`src/rtl/spi_master_pkg.sv`:
```
// Shared register encodings and the control-register layout for the SPI master.
// Assumes an 8-bit register window with four addresses.
package spi_master_pkg;

    typedef enum logic [1:0] {
        REG_CTRL = 2'd0,
        REG_STAT = 2'd1,
        REG_DATA = 2'd2,
        REG_NONE = 2'd3
    } reg_sel_e;

    // Control register layout, MSB first: divider select, irq enable, master, enable
    typedef struct packed {
        logic [2:0] div_sel;
        logic       irq_en;
        logic       master;
        logic       enable;
    } ctrl_t;

    localparam int CTRL_W    = 6;
    localparam int STAT_DONE = 0;
    localparam int STAT_COLL = 1;

endpackage

```
`src/rtl/spi_bit_timer.sv`:
```
// Bit timer: paces one transfer of BITS bits, each 2*half cycles long.
// Drives the mode-0 serial clock and emits rise, fall and last-bit strobes.
// Assumes start is never asserted while active; the divider is latched at start.
module spi_bit_timer #(
    parameter int BITS    = 8,
    parameter int SEL_W   = 3,
    parameter int MAXLOG  = 7
) (
    input  logic             clk,
    input  logic             rst_n,
    input  logic             start,
    input  logic [SEL_W-1:0] div_sel,
    output logic             active,
    output logic             sck,
    output logic             rise_stb,
    output logic             fall_stb,
    output logic             last_stb
);
    localparam int PH_W  = MAXLOG;
    localparam int CNT_W = (BITS > 1) ? $clog2(BITS) : 1;

    logic [PH_W-1:0]  ph_q;
    logic [PH_W-1:0]  half_q;
    logic [PH_W:0]    full_m1;
    logic [CNT_W-1:0] bit_q;
    logic             sck_q;

    // Half-period for a select value, capped at the largest divider
    function automatic logic [PH_W-1:0] half_of(input logic [SEL_W-1:0] s);
        if (int'(s) >= MAXLOG - 1) return PH_W'(1) << (MAXLOG - 1);
        else                       return PH_W'(1) << s;
    endfunction

    // Strobes decoded from the phase counter
    always_comb begin
        full_m1  = {half_q, 1'b0} - 1'b1;
        rise_stb = active && (ph_q == half_q - 1'b1);
        fall_stb = active && ({1'b0, ph_q} == full_m1);
        last_stb = fall_stb && (bit_q == CNT_W'(BITS - 1));
    end

    // Phase, bit and serial clock sequencing
    always_ff @(posedge clk) begin
        if (!rst_n) begin
            active <= 1'b0;
            ph_q   <= '0;
            half_q <= PH_W'(1);
            bit_q  <= '0;
            sck_q  <= 1'b0;
        end else if (start) begin
            active <= 1'b1;
            ph_q   <= '0;
            half_q <= half_of(div_sel);
            bit_q  <= '0;
            sck_q  <= 1'b0;
        end else if (active) begin
            if (fall_stb) begin
                ph_q  <= '0;
                sck_q <= 1'b0;
                if (last_stb) active <= 1'b0;
                else          bit_q  <= bit_q + 1'b1;
            end else begin
                ph_q <= ph_q + 1'b1;
                if (rise_stb) sck_q <= 1'b1;
            end
        end
    end

    assign sck = sck_q;

endmodule

```
`src/rtl/spi_shifter.sv`:
```
// Transmit and receive shift registers for one MSB-first transfer.
// Loads at start, shifts out on the falling strobe, samples in on the rising strobe.
// Assumes strobes come from spi_bit_timer and never coincide with start.
module spi_shifter #(
    parameter int BITS = 8
) (
    input  logic            clk,
    input  logic            rst_n,
    input  logic            start,
    input  logic [BITS-1:0] load,
    input  logic            rise_stb,
    input  logic            fall_stb,
    input  logic            active,
    input  logic            miso,
    output logic            mosi,
    output logic [BITS-1:0] rx
);
    logic [BITS-1:0] tx_q;
    logic [BITS-1:0] rx_q;

    // Outgoing byte: load then shift left on each falling edge
    always_ff @(posedge clk) begin
        if (!rst_n)        tx_q <= '0;
        else if (start)    tx_q <= load;
        else if (fall_stb) tx_q <= {tx_q[BITS-2:0], 1'b0};
    end

    // Incoming byte: shift in the serial input on each rising edge
    always_ff @(posedge clk) begin
        if (!rst_n)        rx_q <= '0;
        else if (rise_stb) rx_q <= {rx_q[BITS-2:0], miso};
    end

    assign mosi = active & tx_q[BITS-1];
    assign rx   = rx_q;

endmodule

```
`src/rtl/spi_master_ctl.sv`:
```
// SPI master top: register window (control, status, data), start and collision
// logic, completion flag and interrupt level. Serial timing lives in spi_bit_timer,
// shifting in spi_shifter. Assumes single-cycle write strobes.
module spi_master_ctl #(
    parameter int XFER_BITS    = 8,
    parameter int DIV_SEL_W    = 3,
    parameter int DIV_MAX_LOG2 = 7
) (
    input  logic                 clk,
    input  logic                 rst_n,
    input  logic                 reg_wr,
    input  logic [1:0]           reg_addr,
    input  logic [XFER_BITS-1:0] reg_wdata,
    output logic [XFER_BITS-1:0] reg_rdata,
    output logic                 busy,
    output logic                 irq,
    output logic                 sck,
    output logic                 mosi,
    input  logic                 miso
);
    import spi_master_pkg::*;

    localparam int PAD_W = XFER_BITS - CTRL_W;

    ctrl_t                ctrl_q;
    logic                 done_q;
    logic                 coll_q;
    logic [XFER_BITS-1:0] data_q;
    logic [XFER_BITS-1:0] rx_w;
    logic                 wr_ctrl, wr_stat, wr_data;
    logic                 start_w;
    logic                 rise_w, fall_w, last_w;
    logic                 ctrl_en, ctrl_master;

    // Write decode and transfer start qualification
    always_comb begin
        wr_ctrl     = reg_wr && (reg_sel_e'(reg_addr) == REG_CTRL);
        wr_stat     = reg_wr && (reg_sel_e'(reg_addr) == REG_STAT);
        wr_data     = reg_wr && (reg_sel_e'(reg_addr) == REG_DATA);
        ctrl_en     = ctrl_q.enable;
        ctrl_master = ctrl_q.master;
        start_w     = wr_data && !busy && ctrl_en && ctrl_master;
    end

    spi_bit_timer #(
        .BITS   (XFER_BITS),
        .SEL_W  (DIV_SEL_W),
        .MAXLOG (DIV_MAX_LOG2)
    ) u_timer (
        .clk      (clk),
        .rst_n    (rst_n),
        .start    (start_w),
        .div_sel  (ctrl_q.div_sel),
        .active   (busy),
        .sck      (sck),
        .rise_stb (rise_w),
        .fall_stb (fall_w),
        .last_stb (last_w)
    );

    spi_shifter #(
        .BITS (XFER_BITS)
    ) u_shift (
        .clk      (clk),
        .rst_n    (rst_n),
        .start    (start_w),
        .load     (reg_wdata),
        .rise_stb (rise_w),
        .fall_stb (fall_w),
        .active   (busy),
        .miso     (miso),
        .mosi     (mosi),
        .rx       (rx_w)
    );

    // Control register
    always_ff @(posedge clk) begin
        if (!rst_n)       ctrl_q <= '0;
        else if (wr_ctrl) ctrl_q <= ctrl_t'(reg_wdata[CTRL_W-1:0]);
    end

    // Data register: received byte at completion, else an idle write
    always_ff @(posedge clk) begin
        if (!rst_n)                data_q <= '0;
        else if (last_w)           data_q <= rx_w;
        else if (wr_data && !busy) data_q <= reg_wdata;
    end

    // Completion flag: set at end, cleared by start or write-one
    always_ff @(posedge clk) begin
        if (!rst_n)                             done_q <= 1'b0;
        else if (last_w)                        done_q <= 1'b1;
        else if (start_w)                       done_q <= 1'b0;
        else if (wr_stat && reg_wdata[STAT_DONE]) done_q <= 1'b0;
    end

    // Collision flag: set by a data write while busy, cleared by start
    always_ff @(posedge clk) begin
        if (!rst_n)               coll_q <= 1'b0;
        else if (wr_data && busy) coll_q <= 1'b1;
        else if (start_w)         coll_q <= 1'b0;
    end

    // Read multiplexer
    always_comb begin
        unique case (reg_sel_e'(reg_addr))
            REG_CTRL: reg_rdata = {{PAD_W{1'b0}}, ctrl_q};
            REG_STAT: reg_rdata = {{(XFER_BITS-2){1'b0}}, coll_q, done_q};
            REG_DATA: reg_rdata = data_q;
            default:  reg_rdata = '0;
        endcase
    end

    assign irq = done_q & ctrl_q.irq_en;

endmodule

```
`config.mk`:
```
export PLATFORM = sky130hd
export DESIGN_NAME = spi_master_ctl
export DESIGN_NICKNAME = d
export VERILOG_FILES = /design/src/rtl/spi_master_pkg.sv /design/src/rtl/spi_bit_timer.sv /design/src/rtl/spi_shifter.sv /design/src/rtl/spi_master_ctl.sv
export SDC_FILE = /design/constraint.sdc
export NUM_CORES = 1
export LEC_CHECK = 0
export BUFFER_PORTS_ARGS = -buffer_cell sky130_fd_sc_hd__clkbuf_2
export CORE_ASPECT_RATIO = 0.75
export CORE_MARGIN = 10
export CORE_UTILIZATION = 42
export DETAILED_ROUTE_END_ITERATION = 7
export GPL_TIMING_DRIVEN = 0
export PLACE_DENSITY_LB_ADDON = 0.1
export SLEW_MARGIN = 20
export SYNTH_ARGS = -nofsm -noshare
export SYNTH_HDL_FRONTEND = slang
export SYNTH_SLANG_ARGS = --single-unit
export TNS_END_PERCENT = 10
```
`constraint.sdc`:
```
create_clock -name clk -period 2.5 [get_ports clk]
set_clock_uncertainty 0.15 [all_clocks]
set_input_delay 0.5 -clock clk [delete_from_list [all_inputs] [get_ports clk]]
set_output_delay 0.5 -clock clk [all_outputs]
set_load 0.005 [all_outputs]
```
# After elaboration in Yosys (flattened, before gate mapping)
# Index checks and enable logic that the tools add are counted.
# W data, S select, Z words.
[word_totals]
regBits = 51
output_inout_bits = 12
elab_cells = 68
[classes]
mux = 18
n_lt_le_gt_ge = 1
bitwise = 4
addsub = 4
shift = 1
reduce_logical = 21
n_eq_ne = 5
[ops]
columns = ["cell", "count"]
rows = [
  ["$mux W8", 4],
  ["$pmux W8 S3", 1],
  ["$mux W7", 2],
  ["$logic_and A1 B1 Y1", 11],
  ["$mux W1", 11],
  ["$eq A7 B8 Y1", 1],
  ["$reduce_bool A2 Y1", 4],
  ["$sub A8 B1 Y8 const B", 1],
  ["$add A7 B1 Y7 const B", 1],
  ["$eq A7 B7 Y1", 1],
  ["$shl A1 B3 Y7 const A", 1],
  ["$sub A7 B1 Y7 const B", 1],
  ["$add A3 B1 Y3 const B", 1],
  ["$eq A3 B3 Y1 const B", 1],
  ["$ge A3 B3 Y1 const B", 1],
  ["$reduce_and A3 Y1", 1],
  ["$reduce_bool A3 Y1", 1],
  ["$and A1 B1 Y1", 2],
  ["$eq A2 B1 Y1 const B", 1],
  ["$eq A2 B2 Y1 const B", 1],
  ["$logic_not A2 Y1", 1],
  ["$not A1 Y1", 2],
  ["$reduce_and A2 Y1", 1],
  ["$reduce_or A2 Y1", 1],
  ["$logic_not A1 Y1", 1],
]

# Logic depth before layout (Yosys ltp)
# Gate-level depths: netlist (run 1).
[logic_depth]
ltp_word = 8
ltp_mapped = 11

# Hierarchy
# From an unflattened synthesis (run 1), not the netlist that was laid out.
[hier_totals]
cells_unflattened = 286
area_unflattened_um2 = 2806.4
[by_module_without_submodules]
columns = ["module", "area_each_um2", "seq_area_each_um2", "n_inst", "cells_each"]
rows = [
  ["spi_bit_timer", 1260.0, 380.4, 1, 137],
  ["spi_master_ctl", 825.8, 320.3, 1, 88],
  ["spi_shifter", 720.7, 320.3, 1, 61],
]

# Worst setup path after synthesis (run 1)
# OpenSTA, ideal clock, no wires.
[synth_path]
path_type = "reg-to-reg"
from = "reg u_timer.half_q[0]"
to = "reg u_shift.tx_q[5]"
t_required_ps = 2217
path_buffers = 3
stages_incl_launch_ff = 12
t_arrival_ps = 1985
setup_slack_ps = 233
synth_period_minus_slack_ps = 2267
path_cell_list = "dfxtp_1 buf_6 inv_1 ha_1 nor3b_4 xnor3_1 and4bb_1 and3_1 buf_6 buf_8 mux2i_1 a21oi_1"
[synth_via]
elab_chain_len = 4
[synth_lines]
columns = ["element", "line_no", "rtl"]
rows = [
  ["from (decl)", "spi_bit_timer.sv:23", "logic [PH_W-1:0] half_q;"],
  ["from (signal assigned)", "spi_bit_timer.sv:53", "half_q <= half_of(div_sel);"],
  ["$sub A8 B1 Y8", "spi_bit_timer.sv:36", "full_m1 = {half_q, 1'b0} - 1'b1;"],
  ["$eq A7 B8 Y1", "spi_bit_timer.sv:38", "fall_stb = active && ({1'b0, ph_q} == full_m1);"],
  ["$logic_and A1 B1 Y1", "spi_bit_timer.sv:38", ""],
  ["$reduce_bool A2 Y1 (no line)", "n/a", ""],
  ["to (signal assigned)", "spi_shifter.sv:24", "else if (start) tx_q <= load;"],
  ["to (signal assigned)", "spi_shifter.sv:25", "else if (fall_stb) tx_q <= {tx_q[BITS-2:0], 1'b0};"],
  ["to (decl)", "spi_shifter.sv:18", "logic [BITS-1:0] tx_q;"],
]
# Every way passes these cells.
# A chain may end at the register's enable or synchronous reset.

# Worst setup path in the final report (run 1)
# Same ends and word-level chain as after synthesis.

==> insert_results.sql, run 1 <==
INSERT INTO impl_metrics (metric_group, metric, value, unit) VALUES
('clocking', 'cts.sinks', '51', ''),
('clocking', 'cts_tree', 'built', ''),
('layout', 'fraction_of_final_layout_cells_sized_beyond_drive_strength_1', '18.7', '%'),
('route', 'routed-wl-met3', '328', 'um'),
('critical_path', 'cpMaxStageDelayCell', 'sky130_fd_sc_hd__dfxtp_1', ''),
('grt', 'via_count_of_the_first_global_routing_pass', '1960', ''),
('outcome', 'run_status', 'finished, final reports clean', ''),
('critical_path', 'r2r-start', 'u_timer.half_q[0]', ''),
('floorplanning', 'die_height', '88.9', 'um'),
('route', 'drt-met1-wl', '3.37', 'mm'),
('layout', 'syn2layout_area_growth', '12.8', '%'),
('pwr', 'total_power', '1.44', 'mW'),
('floorplanning', 'placementRows', '25', ''),
('route', 'detail_route.first_pass.iterations', '4', ''),
('pwr', 'power_density', '480', 'nW/um2'),
('min_path', 'worst_hold_path.endpoint', 'u_shift.rx[0]', ''),
('sta', 'slew_viol_final', '0', ''),
('grt', 'maximum_number_of_pins_on_one_net_before_global_route_repair', '16', ''),
('layout', 'final_cell_area', '3000', 'um2'),
('critical_path', 'timing.rr.end', 'u_shift.tx_q[5]', ''),
('route', 'drc', '0', ''),
('route', 'detail_route.vias_per_cell', '5.06', ''),
('critical_path', 'critPathMaxFanout', '10', ''),
('layout', 'antennaDiodeCount', '0', ''),
('clocking', 'cts.path.max_buffers', '2', ''),
('grt', 'aggregate_global_routing_overflow', '0', ''),
('min_path', 'min_delay_path_depth', '3', ''),
('yosys', 'synth_ff_type', 'sky130_fd_sc_hd__dfxtp_1', ''),
('yosys', 'syn_avg_cell_area', '9.20', 'um2'),
('sta', 'timing_worst_slew_pin_value', '690', 'ps'),
('placement', 'gp_routability_congestion', '0.767', ''),
('pwr', 'ir_worst_vdd', '0.000289', 'V'),
('yosys', 'number_of_flops_mapped_to_enable_cells_by_yosys', '0', ''),
('critical_path', 'critical_path.endpoint_type', 'flop', ''),
('critical_path', 'timing.reg2reg.worst_path_depth', '11', ''),
('yosys', 'synth.net_count', '307', ''),
('yosys', 'ys_async_sr_fraction', '0', '%'),
('grt', 'grtUsageTotal', '13.2', '%'),
('yosys', 'synth-warning-count', '0', ''),
('placement', 'postPlaceCellArea', '2880', 'um2'),
('yosys', 'sequential_cell_area_fraction_in_the_yosys_report', '38.4', '%'),
('grt', 'antenna_violations_before_repair', '0', ''),
('pwr', 'power.leakage', '1.15', 'nW'),
('sta', 'min_period_over_period', '96.6', '%'),
('floorplanning', 'starting_density', '42.7', '%'),
('critical_path', 'worst_ep_arrival_time', '2450', 'ps'),
('layout', 'final_cell_mix', 'sky130_fd_sc_hd__dfxtp_1, sky130_fd_sc_hd__mux2i_1, sky130_fd_sc_hd__nor2_1', ''),
('min_path', 'hold_path.class', 'input pin to flop', ''),
('route', 'first_iter_violations', '118', ''),
('critical_path', 'crit_path_start_kind', 'flop', ''),
('sta', 'grt_setup_unrepaired', 'no', ''),
('critical_path', 'cp_common_cell', 'sky130_fd_sc_hd__buf_6', ''),
('sta', 'timing.fmax', '414', 'MHz'),
('floorplanning', 'core', '6220', 'um2'),
('sta', 'finalHoldViolations', '0', ''),
('clocking', 'clk_pin_slew', '100', 'ps'),
('clocking', 'clk-insertion-delay-late', '310', 'ps'),
('critical_path', 'critical_path.startpoint', 'u_timer.half_q[0]', ''),
('layout', 'design.final.nets', '338', ''),
('route', 'wl_final', '6.31', 'mm'),
('critical_path', 'ff2ff_setup_slack', '80', 'ps'),
('critical_path', 'critical_path.cell_chain', 'buf_6 -> inv_2 -> ha_4 -> nor3b_4 -> xnor3_1 -> and4bb_2 -> and3_1 -> buf_6 -> buf_8 -> mux2i_1 -> a21oi_1', ''),
('critical_path', 'crit_required', '2540', 'ps'),
('yosys', 'mappedNetlistArea', '2660', 'um2'),
('critical_path', 'critical_path_class', 'flop to flop', ''),
('yosys', 'syn-instance-count', '289', ''),
('clocking', 'tritoncts_buffers', '5', ''),
('job', 'maxCapViolations', '0', ''),
('route', 'num_vias', '2033', ''),
('placement', 'hpwl', '4.80', 'mm'),
('route', 'wire_per_inst', '15.7', 'um');
worst max-delay path by stage:
stage	cells past startpoint	to	slack (ps)
6_report	11	u_shift.tx_q[5]	80
3_5_place_dp	11	u_shift.tx_q[5]	-20
3_3_place_gp	10	u_shift.tx_q[5]	9
2_1_floorplan	11	u_shift.tx_q[5]	230
5_1_grt	11	u_shift.tx_q[5]	4
4_1_cts	11	u_shift.tx_q[5]	10
worst max-delay path, delay by kind of cell (launching register included):
family / cells / cell delay, ps
AND/OR/NAND/NOR: 3 / 690
buffers and inverters: 4 / 500
flip-flops: 1 / 320
XOR/XNOR: 1 / 230
multiplexers: 1 / 170
adder cells (fa/ha/maj): 1 / 160
AO/OA/AOI/OAI: 1 / 80
state kept, by name (all words and copies together), names as in the netlist:
name	count
coll_q	1
u_timer.bit_q	3
ctrl_master	1
u_timer.sck	1
u_shift.tx_q	8
ctrl_en	1
data_q	8
u_timer.half_q	7
u_timer.active	1
u_shift.rx	8
done_q	1
ctrl_q	4
u_timer.ph_q	7
synthesized netlist by cell type (3+ instances only):
library cell	number	share of area [%]
sky130_fd_sc_hd__a211oi_1	7	2.0
sky130_fd_sc_hd__a21oi_1	18	3.4
sky130_fd_sc_hd__and2_1	4	0.94
sky130_fd_sc_hd__and3_1	3	0.71
sky130_fd_sc_hd__buf_2	6	1.1
sky130_fd_sc_hd__buf_4	3	0.85
sky130_fd_sc_hd__buf_6	4	1.7
sky130_fd_sc_hd__clkbuf_1	10	1.4
sky130_fd_sc_hd__dfxtp_1	51	38
sky130_fd_sc_hd__ha_1	4	1.9
sky130_fd_sc_hd__inv_1	3	0.42
sky130_fd_sc_hd__mux2i_1	37	14
sky130_fd_sc_hd__nand2_1	22	3.1
sky130_fd_sc_hd__nand3_1	9	1.7
sky130_fd_sc_hd__nor2_1	30	4.2
sky130_fd_sc_hd__nor3_1	6	1.1
sky130_fd_sc_hd__nor4_1	3	0.71
sky130_fd_sc_hd__nor4b_1	3	0.99
sky130_fd_sc_hd__o21ai_0	11	2.1
sky130_fd_sc_hd__xnor2_1	14	4.6
sky130_fd_sc_hd__xor2_1	9	3.0
kinds of logic (layout without fill, tap and decap cells):
| kind of cell | Yosys count | after routing | share of synthesized area (%) |
|---|---|---|---|
| AOI/OAI and AO/OA | 43 | 43 | 9.60 |
| xor gates and xnor gates | 24 | 24 | 8.42 |
| adders and majority gates | 4 | 4 | 1.88 |
| and+or+nand+nor | 100 | 100 | 20.9 |
| muxes | 38 | 38 | 14.4 |
| DFF | 51 | 51 | 38.4 |
| buffers and inverters | 29 | 61 | 6.45 |
cell type report:
cell class,count,area [um2]
inverter,3,11.3
sequential,51,1020
multi-input combinational,209,1480
clock inverter,1,7.51
fill,629,3220
timing repair buffer,24,123
buffer,26,160
clock buffer,7,96.3
tap,81,101
layer usage:
metal	up-vias	global-route usage, %
met5	-	0
met4	0	2.79
met3	5	3.22
met2	31	19.1
met1	932	19.1
li1	1065	-
timing repair:
item,CTS,global route
endpoints found under the setup margin,3,15
hold buffers,0,0
pin swaps,0,0
gates resized for setup,1,4
buffers inserted,0,1
per-stage QoR:
| stage | hold WS [ps] | utilization (%) | setup slack, ps | std cells |
|---|---|---|---|---|
| after detailed placement | 306 | 46.2 | -22.1 | 393 |
| after global routing | 278 | 48.2 | 3.51 | 402 |
| after floorplan | 288 | - | 233 | 289 |
| after global placement | 302 | 46.2 | 8.58 | 393 |
| final | 270 | 48.2 | 84.0 | 402 |
| after CTS | 272 | 47.9 | 10.7 | 401 |
where the power goes:
group	switching, mW	internal, mW
clock network	0.281	0.252
registers	0.00415	0.820
logic	0.0514	0.0311
total	0.336	1.10
No activity file was read; power rests on OpenSTA's default activity.
==> run 2, diff against run 1 <==
--- a/config.mk
+++ b/config.mk
@@ -12,6 +12,7 @@
 export DETAILED_ROUTE_END_ITERATION = 7
 export GPL_TIMING_DRIVEN = 0
 export PLACE_DENSITY_LB_ADDON = 0.1
+export REMOVE_ABC_BUFFERS = 1
 export SLEW_MARGIN = 20
 export SYNTH_ARGS = -nofsm -noshare
 export SYNTH_HDL_FRONTEND = slang
==> insert_results.sql, run 2 (synthesis gave the netlist of run 1 again) <==
INSERT INTO impl_metrics (metric_group, metric, value, unit) VALUES
('placement', 'hpwl', '4.23', 'mm'),
('sta', 'timing_worst_slew_pin_value', '737', 'ps'),
('sta', 'grt_setup_unrepaired', 'yes', ''),
('clocking', 'tritoncts_buffers', '5', ''),
('sta', 'final_setup_violation_count', '0', ''),
('grt', 'grt_pass1_wl', '9.94', 'mm'),
('critical_path', 'critPathMaxFanout', '18', ''),
('min_path', 'hold_path.class', 'input pin to flop', ''),
('route', 'detail_route.vias_per_cell', '5.22', ''),
('floorplanning', 'core', '6220', 'um2'),
('job', 'maxCapViolations', '0', ''),
('grt', 'antenna_violations_before_repair', '0', ''),
('clocking', 'htree_num_levels', '2', ''),
('clocking', 'post_cts_hold_fix_bufs', '0', ''),
('grt', 'maximum_number_of_pins_on_one_net_before_global_route_repair', '34', ''),
('critical_path', 'critical_path_class', 'flop to flop', ''),
('grt', 'grtUsageTotal', '12.1', '%'),
('pwr', 'power.share.switching', '22.4', '%'),
('layout', 'mostFrequentLayoutCell', 'sky130_fd_sc_hd__dfxtp_1', ''),
('floorplanning', 'starting_density', '42.7', '%'),
('sta', 'timing.fmax', '410', 'MHz'),
('sta', 'slew_viol_final', '0', ''),
('floorplanning', 'ios', '26', ''),
('pwr', 'share_clk_of_total_power', '39.0', '%'),
('sta', 'whs', '290', 'ps'),
('clocking', 'cts.sinks', '51', ''),
('layout', 'final_cell_mix', 'sky130_fd_sc_hd__dfxtp_1, sky130_fd_sc_hd__mux2i_1, sky130_fd_sc_hd__nor2_1', ''),
('route', 'num_vias', '1985', ''),
('pwr', 'power.leakage', '1.10', 'nW'),
('outcome', 'run_status', 'finished, final reports clean', ''),
('grt', 'via_count_of_the_first_global_routing_pass', '1885', ''),
('pwr', 'total_switching_power', '0.331', 'mW'),
('floorplanning', 'placementRows', '25', ''),
('sta', 'period_minus_slack', '2440', 'ps'),
('pwr', 'intPower', '1.15', 'mW'),
('pwr', 'power.combinational.fraction', '5.0', '%'),
('route', 'route.antenna.remaining_nets', '0', ''),
('layout', 'antennaDiodeCount', '0', ''),
('clocking', 'cts.path.max_buffers', '2', ''),
('route', 'wl_final', '5.89', 'mm'),
('route', 'wire_per_inst', '15.5', 'um'),
('critical_path', 'crit_path_start_kind', 'flop', ''),
('floorplanning', 'die_area', '9950', 'um2'),
('floorplanning', 'die_height', '88.9', 'um'),
('clocking', 'clk-insertion-delay-late', '300', 'ps'),
('layout', 'layoutNonFillerInstCount', '380', ''),
('clocking', 'root_buffer', 'sky130_fd_sc_hd__clkbuf_8', ''),
('grt', 'aggregate_global_routing_overflow', '0', ''),
('route', 'detail_route.first_pass.iterations', '4', ''),
('clocking', 'clk_pin_slew', '90', 'ps'),
('critical_path', 'crit_required', '2510', 'ps'),
('route', 'first_iter_violations', '56', ''),
('clocking', 'cts_tree', 'built', ''),
('layout', 'final_design_utilization', '46.4', '%'),
('pwr', 'ir_worst_vdd', '0.000308', 'V'),
('pwr', 'total_power', '1.48', 'mW'),
('layout', 'fraction_of_final_layout_cells_sized_beyond_drive_strength_1', '16.7', '%'),
('layout', 'syn2layout_area_growth', '8.56', '%'),
('route', 'drc', '0', ''),
('critical_path', 'worst_ep_arrival_time', '2450', 'ps'),
('placement', 'placement.io_buffers', '25', ''),
('pwr', 'power.share.sequential', '56.0', '%'),
('floorplanning', 'die-width', '112', 'um'),
('layout', 'design.final.nets', '316', ''),
('placement', 'dpl.cell_count', '371', ''),
('sta', 'max_slew_margin', '50.8', '%'),
('pwr', 'power_density', '512', 'nW/um2'),
('critical_path', 'critical_path.endpoint_type', 'flop', ''),
('placement', 'gp_routability_congestion', '0.790', ''),
('sta', 'min_period_over_period', '97.5', '%'),
('sta', 'finalHoldViolations', '0', '');
## run 2: cell types whose count changed in the layout (fill, tap and decap cells not counted), moves of 2 or more
cell	previous run	this run
sky130_fd_sc_hd__buf_4	4	2
sky130_fd_sc_hd__buf_2	6	1
sky130_fd_sc_hd__buf_6	4	0
sky130_fd_sc_hd__clkbuf_1	10	0
sky130_fd_sc_hd__clkbuf_8	7	5
## run 2: per-layer routing
metal  up-vias  global-route usage [%]  routed length, um
li1       1027                       -                  -
met4         0                    1.75                 27
met5         -                       0                  0
met2        35                    15.8               2230
met1       921                    18.5               3300
met3         2                    3.76                330
## run 2: power by group through the flow
stage	logic, mW	registers (mW)	clock network [mW]
final	0.0733	0.827	0.576
after detailed placement	0.0732	0.847	0
after global placement	0.0732	0.847	0
after global routing	0.0816	0.829	0.629
after CTS	0.0739	0.828	0.589
after floorplan	0.0365	0.844	0
## run 2: cell type report
type | count | area (um2)
Sequential cell | 51 | 1030
Multi-Input combinational cell | 209 | 1490
Clock buffer | 5 | 68.8
Timing Repair Buffer | 28 | 145
Inverter | 3 | 11.3
Fill cell | 647 | 3340
Clock inverter | 3 | 43.8
Tap cell | 81 | 101
## run 2: critical path: stages (launching register included)
cell and delay, ps:
sky130_fd_sc_hd__dfxtp_4 410, sky130_fd_sc_hd__inv_1 60, sky130_fd_sc_hd__ha_1 250, sky130_fd_sc_hd__nor3b_4 180, sky130_fd_sc_hd__xnor3_1 200, sky130_fd_sc_hd__and4bb_1 250, sky130_fd_sc_hd__nand4_2 440, sky130_fd_sc_hd__a21oi_1 290
sky130_fd_sc_hd__nor2_1 60
## run 2: through the flow
| stage | setup TNS, ps | worst slack, ps | instance area [um2] |
|---|---|---|---|
| floorplan | -4730 | -537 | 2500 |
| global placement | -25580 | -1430 | 2730 |
| detailed placement | -14620 | -694 | 2740 |
| CTS | 0 | 31.6 | 2880 |
| global route | -689 | -107 | 2890 |
| finish | 0 | 62.0 | 2890 |
## run 2: worst paths after layout
check / startpoint / to / slack (ps) / depth (start not counted)
setup / recovery: u_timer.half_q[0] / u_timer.active / 60 / 8
hold / removal: miso / u_shift.rx[0] / 290 / 3
setup reg to reg: u_timer.half_q[0] / u_timer.active / 60 / 8
hold reg to reg: u_shift.rx[7] / u_shift.rx[7] / 320 / 2
## run 2: repair_timing
item                                    CTS  global route
cloned                                    0             0
pin swaps                                 0             1
endpoints found under the setup margin   41            25
gates resized for setup                   7             1
buffers inserted                          0             1
